$ cat src/rtl/chan_idle_timer.sv
module chan_idle_timer #(
  parameter int DW = 32,
  parameter int CW = 16
) (
  input  logic          clk,
  input  logic          rst_n,
  input  logic          wr_en,
  input  logic          addr,
  input  logic [DW-1:0] wr_data,
  output logic [DW-1:0] rd_data,
  input  logic          activity,
  output logic          tmr_event
);
  localparam int REL_B  = DW - 1;
  localparam int RUN_B  = DW - 2;
  localparam int MODE_B = DW - 3;
  localparam logic [DW-1:0] CTRL_MASK = {3'b111, {(DW-3-CW){1'b0}}, {CW{1'b1}}};

  logic [DW-1:0] ctrl_q;
  logic [CW-1:0] cnt_q;
  logic          done_q;
  logic          evt_q;

  logic          rel, run, periodic, hit;
  logic [CW-1:0] thr;

  assign rel      = ctrl_q[REL_B];
  assign run      = ctrl_q[RUN_B];
  assign periodic = ctrl_q[MODE_B];
  assign thr      = ctrl_q[CW-1:0];
  assign hit      = run && !done_q && (thr != '0) && (cnt_q == thr);

  always_ff @(posedge clk or negedge rst_n) begin
    if (!rst_n) begin
      ctrl_q <= '0;
      cnt_q  <= '0;
      done_q <= 1'b0;
      evt_q  <= 1'b0;
    end else begin
      if (wr_en && !addr) ctrl_q <= wr_data & CTRL_MASK;
      evt_q <= rel && !activity && hit;
      if (!rel) begin
        cnt_q  <= '0;
        done_q <= 1'b0;
      end else if (activity) begin
        cnt_q <= '0;
      end else if (hit) begin
        if (periodic) cnt_q <= '0;
        else          done_q <= 1'b1;
      end else if (run && !done_q) begin
        cnt_q <= cnt_q + 1'b1;
      end
    end
  end

  assign rd_data   = addr ? {{(DW-CW){1'b0}}, cnt_q} : ctrl_q;
  assign tmr_event = evt_q;
endmodule

$ cat config.mk
export PLATFORM = sky130hd
export DESIGN_NAME = chan_idle_timer
export DESIGN_NICKNAME = d
export VERILOG_FILES = /design/src/rtl/chan_idle_timer.sv
export SDC_FILE = /design/constraint.sdc
export NUM_CORES = 1
export LEC_CHECK = 0
export BUFFER_PORTS_ARGS = -buffer_cell sky130_fd_sc_hd__buf_2
export CAP_MARGIN = 30
export CORE_MARGIN = 2
export CORE_UTILIZATION = 52
export CTS_CLUSTER_SIZE = 12
export DETAILED_ROUTE_END_ITERATION = 16
export GPL_TIMING_DRIVEN = 1
export PLACE_DENSITY = 0.86
export SLEW_MARGIN = 30
export SYNTH_ARGS = -nofsm -noshare
export SYNTH_HDL_FRONTEND = slang
export SYNTH_SLANG_ARGS = --single-unit
$ cat constraint.sdc
create_clock -name clk -period 2.7 [get_ports clk]
set_input_delay 0.135 -clock clk [delete_from_list [all_inputs] [get_ports clk]]
set_output_delay 0.135 -clock clk [all_outputs]
set_load 0.005 [all_outputs]
==> out/results.tsv, run 1 <==
metric	value	unit
timing.rr.end	cnt_q[9]	
initial_core_util	53.67	%
overflow	0	
outcome	finished clean	
cap_viol_max_count	0	
r2r_slack	300	ps
post-route-util	61.46	%
dpl.hpwl	4120	um
layout-drive-gt1-share	35.71	%
final_cell_mix	43 x buf_2, 37 x dfrtp_1, 36 x mux2_2	
crit_type	reg2reg	
holdBufCountCts	1	
synthCells	231	
ys_ff_latch	37	
antenna_found_initial	0	
grt_start_max_net_pins	38	
cts-resized-gates	0	
hold_class	in2reg	
antenna_cells	0	
min_from	wr_data[29]	
fin_cells	332	
die_x	70.81	um
p_leak	1.291	nW
ir_drop	0.3943	mV
clk_pin_slew_worst_paths	70	ps
post_synth_num_cell_types	42	
critical-path-max-stage-delay	730	ps
slew_violations	0	
numCtsBuffers	5	
io_pins	70	
cp-end-kind	flip-flop	
postSynth.asyncResetShare	100.0	%
cts_tree	yes	
arrival	2640	ps
drt-pass1-iter-count	4	
fin_skew	5.608	ps
hold_path_depth	3	
vias	1987	
total_power	1.308	mW
grt_pass1_wl	9108	um
netlist_area	2321	um^2
gp_congestion	0.8611	
drt-initial-drc-count	101	
synth_edf_count	0	
wl	5626	um
worstSetupStartpointType	flip-flop	
ys.flop_type	dfrtp_1	
worst_slew_pin_slew	957.3	ps
synth-seq-area-share	39.89	%
mostFrequentLayoutCell	buf_2	
startpoint	ctrl_q[7]	
cp-endpoint	cnt_q[9]	
dieHeight	70.81	um
core-area	4324	um^2
rsz0062_at_grt	false	
grt.total_usage	23.47	%
viasPerCell	5.985	
postCtsSetupBuffers	0	
fin_crit_sh	89.06	%
powerDensity	492.2	nW/um^2
crit_fanout	11	
clk_path_buf_depth	2	
dp_cells	323	
r2r_start	ctrl_q[7]	
wl_per_cell	16.95	um
setup_violations	0	
cts_sinks	37	
clock_latency	290	ps
hold_viol	0	
rr_worst_depth	6	
synthToLayoutAreaGrowth	14.50	%
max_slew_margin	35.34	%
finalCriticalPeriod	2405	ps
num_rows	24	
drc	0	
slowest_stage	a41oi_1	
die-area	5014	um^2
synth_area_per_cell	10.05	um^2
ant_nets	0	
crit_chain	nor4_1 > nand4_1 > and3_4 > a41oi_1 > and3_1 > a221o_1	
timing.fmax	415.8	MHz
cts-root-buf	clkbuf_8	
io_buffers	43	
grt_pass1_vias	1901	
synth-warning-count	0	
hold-worst-slack	53.54	ps
fin_nets	317	
required	2930	ps
htree_levels	2	
finalSetupTns	0	ps
==> worst min-delay path by stage <==
stage	to	slack (ps)
after floorplan	cnt_q[0]	-160
after global placement	ctrl_q[14]	270
after detailed placement	ctrl_q[14]	270
after CTS	ctrl_q[29]	50
after global routing	ctrl_q[29]	60
final	ctrl_q[29]	50
==> cell usage after synthesis (5+ instances only) <==
master | number | area, um^2
buf_4 | 13 | 97.59
nor4_1 | 9 | 56.30
mux2_2 | 36 | 405.4
nand2_1 | 14 | 52.55
a221o_1 | 7 | 70.07
dfrtp_1 | 37 | 925.9
nand3_1 | 15 | 75.07
nor2_1 | 16 | 60.06
xnor2_1 | 5 | 43.79
nor3_1 | 5 | 25.02
nand4_1 | 6 | 37.54
buf_2 | 5 | 25.02
nor2b_1 | 5 | 31.28
xor2_1 | 11 | 96.34
and3_1 | 9 | 56.30
==> worst max-delay path: cells and delay by family, from the launching register on <==
kind	cells	cell delay (ps)
DFF	1	440
AOI/OAI and AO/OA	2	830
and+or+nand+nor	4	1070
==> cell type report <==
cell class | count | area, um^2
fill | 333 | 1667
sequential | 37 | 925.9
multi-input combinational | 178 | 1271
tap | 52 | 65.06
timing repair buffer | 55 | 307.8
inverter | 2 | 7.507
clock buffer | 8 | 80.08
==> sequential cells by signal, indices dropped and copies added, names as in the netlist <==
register and flops:
ctrl_q 19, tmr_event 1, cnt_q 16, done_q 1
==> report_power, final <==
group / switching, mW / internal [mW] / total (mW)
sequential: 0.0580 / 0.598 / 0.656
combinational: 0.139 / 0.137 / 0.276
clock: 0.193 / 0.183 / 0.376
==> per-layer routing <==
metal	part of all wire [%]	vias to the layer above	track usage, %	wire length [um]
met5	0	-	0	0
met4	2.2	0	8.386	122
met3	8.3	13	5.271	468
met2	49	92	39.88	2784
met1	40	972	29.47	2250
li1	-	910	-	-
==> logic make-up after synthesis <==
group / synth area share, %
XOR/XNOR: 6.038
other: 0.1616
AND/OR/NAND/NOR: 20.54
buffers and inverters: 7.277
flip-flops: 39.89
adder cells (fa/ha/maj): 0.5390
AO/OA/AOI/OAI: 8.087
multiplexers: 17.47
==> stage by stage <==
step           worst slack, ps  cell area [um^2]
6_report                 295.3              2658
3_5_place_dp             366.1              2567
2_1_floorplan            729.9              2366
5_1_grt                  171.1              2658
3_3_place_gp             453.1              2567
4_1_cts                  340.3              2658
Power figures use the tool's default switching activity.
==> run 2: changes to the inputs <==
Settings changed: ABC_AREA set to 1, CORE_UTILIZATION 52 to 54.
==> run 2 against run 1 <==
Routed wire length up 23%. Utilization fell by 1.0 points. Register-to-register slack improved by 470 ps. Critical endpoint is now cnt_q[2]. Total power up 2.2%. Clock power is 5% higher. Synthesized cell count is 94% higher. Fmax is 24% higher. Cell count increased by 67%. Critical path depth is 5 higher. Via count is 38% higher. Worst setup slack gained 470 ps.
==> out/results.tsv, run 2 <==
metric	value	unit	change
dpl.hpwl	5130	um	+24%
crit_fanout	14		+3
slew_violations	0		unchanged
clock_latency	290	ps	about the same
initial_core_util	55.47	%	+1.8 points
drt-initial-drc-count	164		+62%
setup_violations	0		unchanged
biggestRegsByFlops	ctrl_q: 19 flops, cnt_q: 16 flops		
hold_class	in2reg		
powerDensity	436.0	nW/um^2	-11%
crit_type	reg2reg		
grt_pass1_wl	11820	um	+30%
cap_viol_max_count	0		unchanged
fin_nets	522		+65%
top_register	ctrl_q		
p_int	904.2	uW	-1.5%
die-area	5807	um^2	+16%
cts_sinks	37		unchanged
p_sw_share	32.38	%	+2.6 points
total_power	1.337	mW	+2.2%
pwr-share-comb	22.9	%	+1.8 points
outcome	finished clean		
fin_crit_sh	71.62	%	-17 points
timing.fmax	517.1	MHz	+24%
fill_cells	521		+56%
synth_area_leaders	dfrtp_1 33%, nand2_1 20%, nor2_1 11%		
synth-seq-area-share	32.89	%	-7.0 points
required	2880	ps	-50 ps
wl_per_cell	12.46	um	-26%
synthCells	449		+94%
core-area	5075	um^2	+17%
ant_nets	0		unchanged
htree_levels	2		unchanged
cts-resized-gates	0		unchanged
clk_path_buf_depth	2		unchanged
numCtsBuffers	5		unchanged
dieHeight	76.21	um	+7.6%
cts_tree	yes		
max_slew_margin	61.20	%	+26 points
final_cell_mix	147 x nand2_1, 79 x nor2_1, 50 x inv_1		
wl	6901	um	+23%
worstSetupStartpointType	flip-flop		
hold_viol	0		unchanged
yosys.area.top_type	dfrtp_1		
ff_latch_area	925.9	um^2	unchanged
synth-warning-count	0		unchanged
finalCriticalPeriod	1934	ps	-471.0 ps
ys.flop_type	dfrtp_1		
p_leak	1.646	nW	+28%
fin_skew	9.176	ps	+3.568 ps
synth_area_per_cell	6.270	um^2	-38%
post_synth_num_cell_types	30		-29%
grt.total_usage	24.93	%	+1.5 points
synth_top_area_share	32.89	%	-7.0 points
netlist_area	2815	um^2	+21%
ys_ff_latch	37		unchanged
synthToLayoutAreaGrowth	8.933	%	
drc	0		unchanged
synth_edf_count	0		unchanged
multi_input_area	1511	um^2	+19%
yosysMostFrequentCell	nand2_1		
finalSetupTns	0	ps	unchanged
antenna_cells	0		unchanged
viasPerCell	4.953		-17%
grt_start_max_net_pins	39		+2.6%
postCtsSetupBuffers	0		unchanged
vias	2744		+38%
cts-root-buf	clkbuf_8		
postSynth.asyncResetShare	100.0	%	unchanged
clk_pin_slew_worst_paths	80	ps	about the same
synthTopCellsByCount	147 x nand2_1, 79 x nor2_1, 50 x inv_1		
worst_slew_pin_slew	579.8	ps	-377.5 ps
ir_drop	0.3115	mV	-21%
antenna_found_initial	0		unchanged
overflow	0		unchanged
clkPwrFrac	29.5	%	+0.7 points
gp_congestion	0.9189		+6.7%
io_pins	70		unchanged
grt_pass1_vias	2544		+34%
mostFrequentLayoutCell	nand2_1		
arrival	2110	ps	-530 ps
largest_reg_flops	19		unchanged
num_rows	26		+8.3%
die_x	76.21	um	+7.6%
layout-drive-gt1-share	14.26	%	-21 points
holdBufCountCts	1		unchanged
io_buffers	43		unchanged
cp-end-kind	flip-flop		
rsz0062_at_grt	false		
drt-pass1-iter-count	4		unchanged
switchingPower	432.9	uW	+11%
pwr-share-seq	47.7	%	-2.5 points
[run 2: cell count changes in the layout (fill, tap and decap cells not counted), sizes merged, moves of 5 or more]
cell,change
a21oi,+19
a221o,-7
and3,-10
buf,-9
inv,+52
mux2,-36
nand2,+138
nand3,+15
nor2,+68
nor2b,-5
nor4,-9
o21ai,+17
[run 2: per-stage QoR]
stage	util, %	setup WS (ps)	hold slack, ps	cell area [um^2]	instances
2_1_floorplan	-	1174	-160.6	2860	461
3_3_place_gp	58.14	827.0	277.2	2950	545
3_5_place_dp	58.14	817.8	288.5	2950	545
4_1_cts	60.03	800.5	29.65	3047	553
5_1_grt	60.43	562.3	44.04	3067	554
6_report	60.43	766.3	37.99	3067	554
[run 2: kinds of logic after synthesis]
kind of cell    Yosys count  synth area share, %
compound gates           42                7.556
other cells               1               0.1332
simple gates            275                41.15
buf+inv                  84                15.02
fa+ha+maj                 1               0.4444
flops                    37                32.89
xor+xnor                  9                2.800
[run 2: power groups by stage]
| stage | combinational [mW] | sequential, mW | clock [mW] |
|---|---|---|---|
| floorplan | 0.226 | 0.634 | 0 |
| global placement | 0.292 | 0.645 | 0 |
| detailed placement | 0.302 | 0.648 | 0 |
| CTS | 0.304 | 0.637 | 0.401 |
| global route | 0.350 | 0.643 | 0.428 |
| finish | 0.306 | 0.637 | 0.394 |
[run 2: final timing paths]
path | start | slack, ps | cells past startpoint | endpoint
max reg2reg | cnt_q[9] | 770 | 11 | cnt_q[2]
max | cnt_q[9] | 770 | 11 | cnt_q[2]
max in group asynchronous | rst_n | 1990 | 3 | done_q
min in group asynchronous | rst_n | 260 | 2 | ctrl_q[4]
min reg2reg | ctrl_q[30] | 570 | 2 | ctrl_q[30]
min | activity | 40 | 2 | tmr_event
[run 2: per-layer routing]
layer	track usage (%)	share of wire (%)
met5	0	0
met4	5.818	1.2
met3	4.028	5.9
met2	42.21	48
met1	33.59	45
[run 2: worst max-delay path, stage by stage, from the launching register on]
cell and delay, ps:
dfrtp_1 540, inv_1 140, nand2_1 110, nand3_1 120, nor2_1 100, nand2_1 50, nor2_1 110, nand3_2 130
nand2_2 300, nor2_1 70, nand3_1 80, nand2_1 70
[run 2: area by class of cell]
| class | count | area share [%] |
|---|---|---|
| multi-input cells | 340 | 49.29 |
| flip-flops and latches | 37 | 30.19 |
| repair buffers | 46 | 8.242 |
| inverters | 54 | 6.610 |
| well taps | 70 | 2.856 |
| clock buffers | 7 | 2.815 |
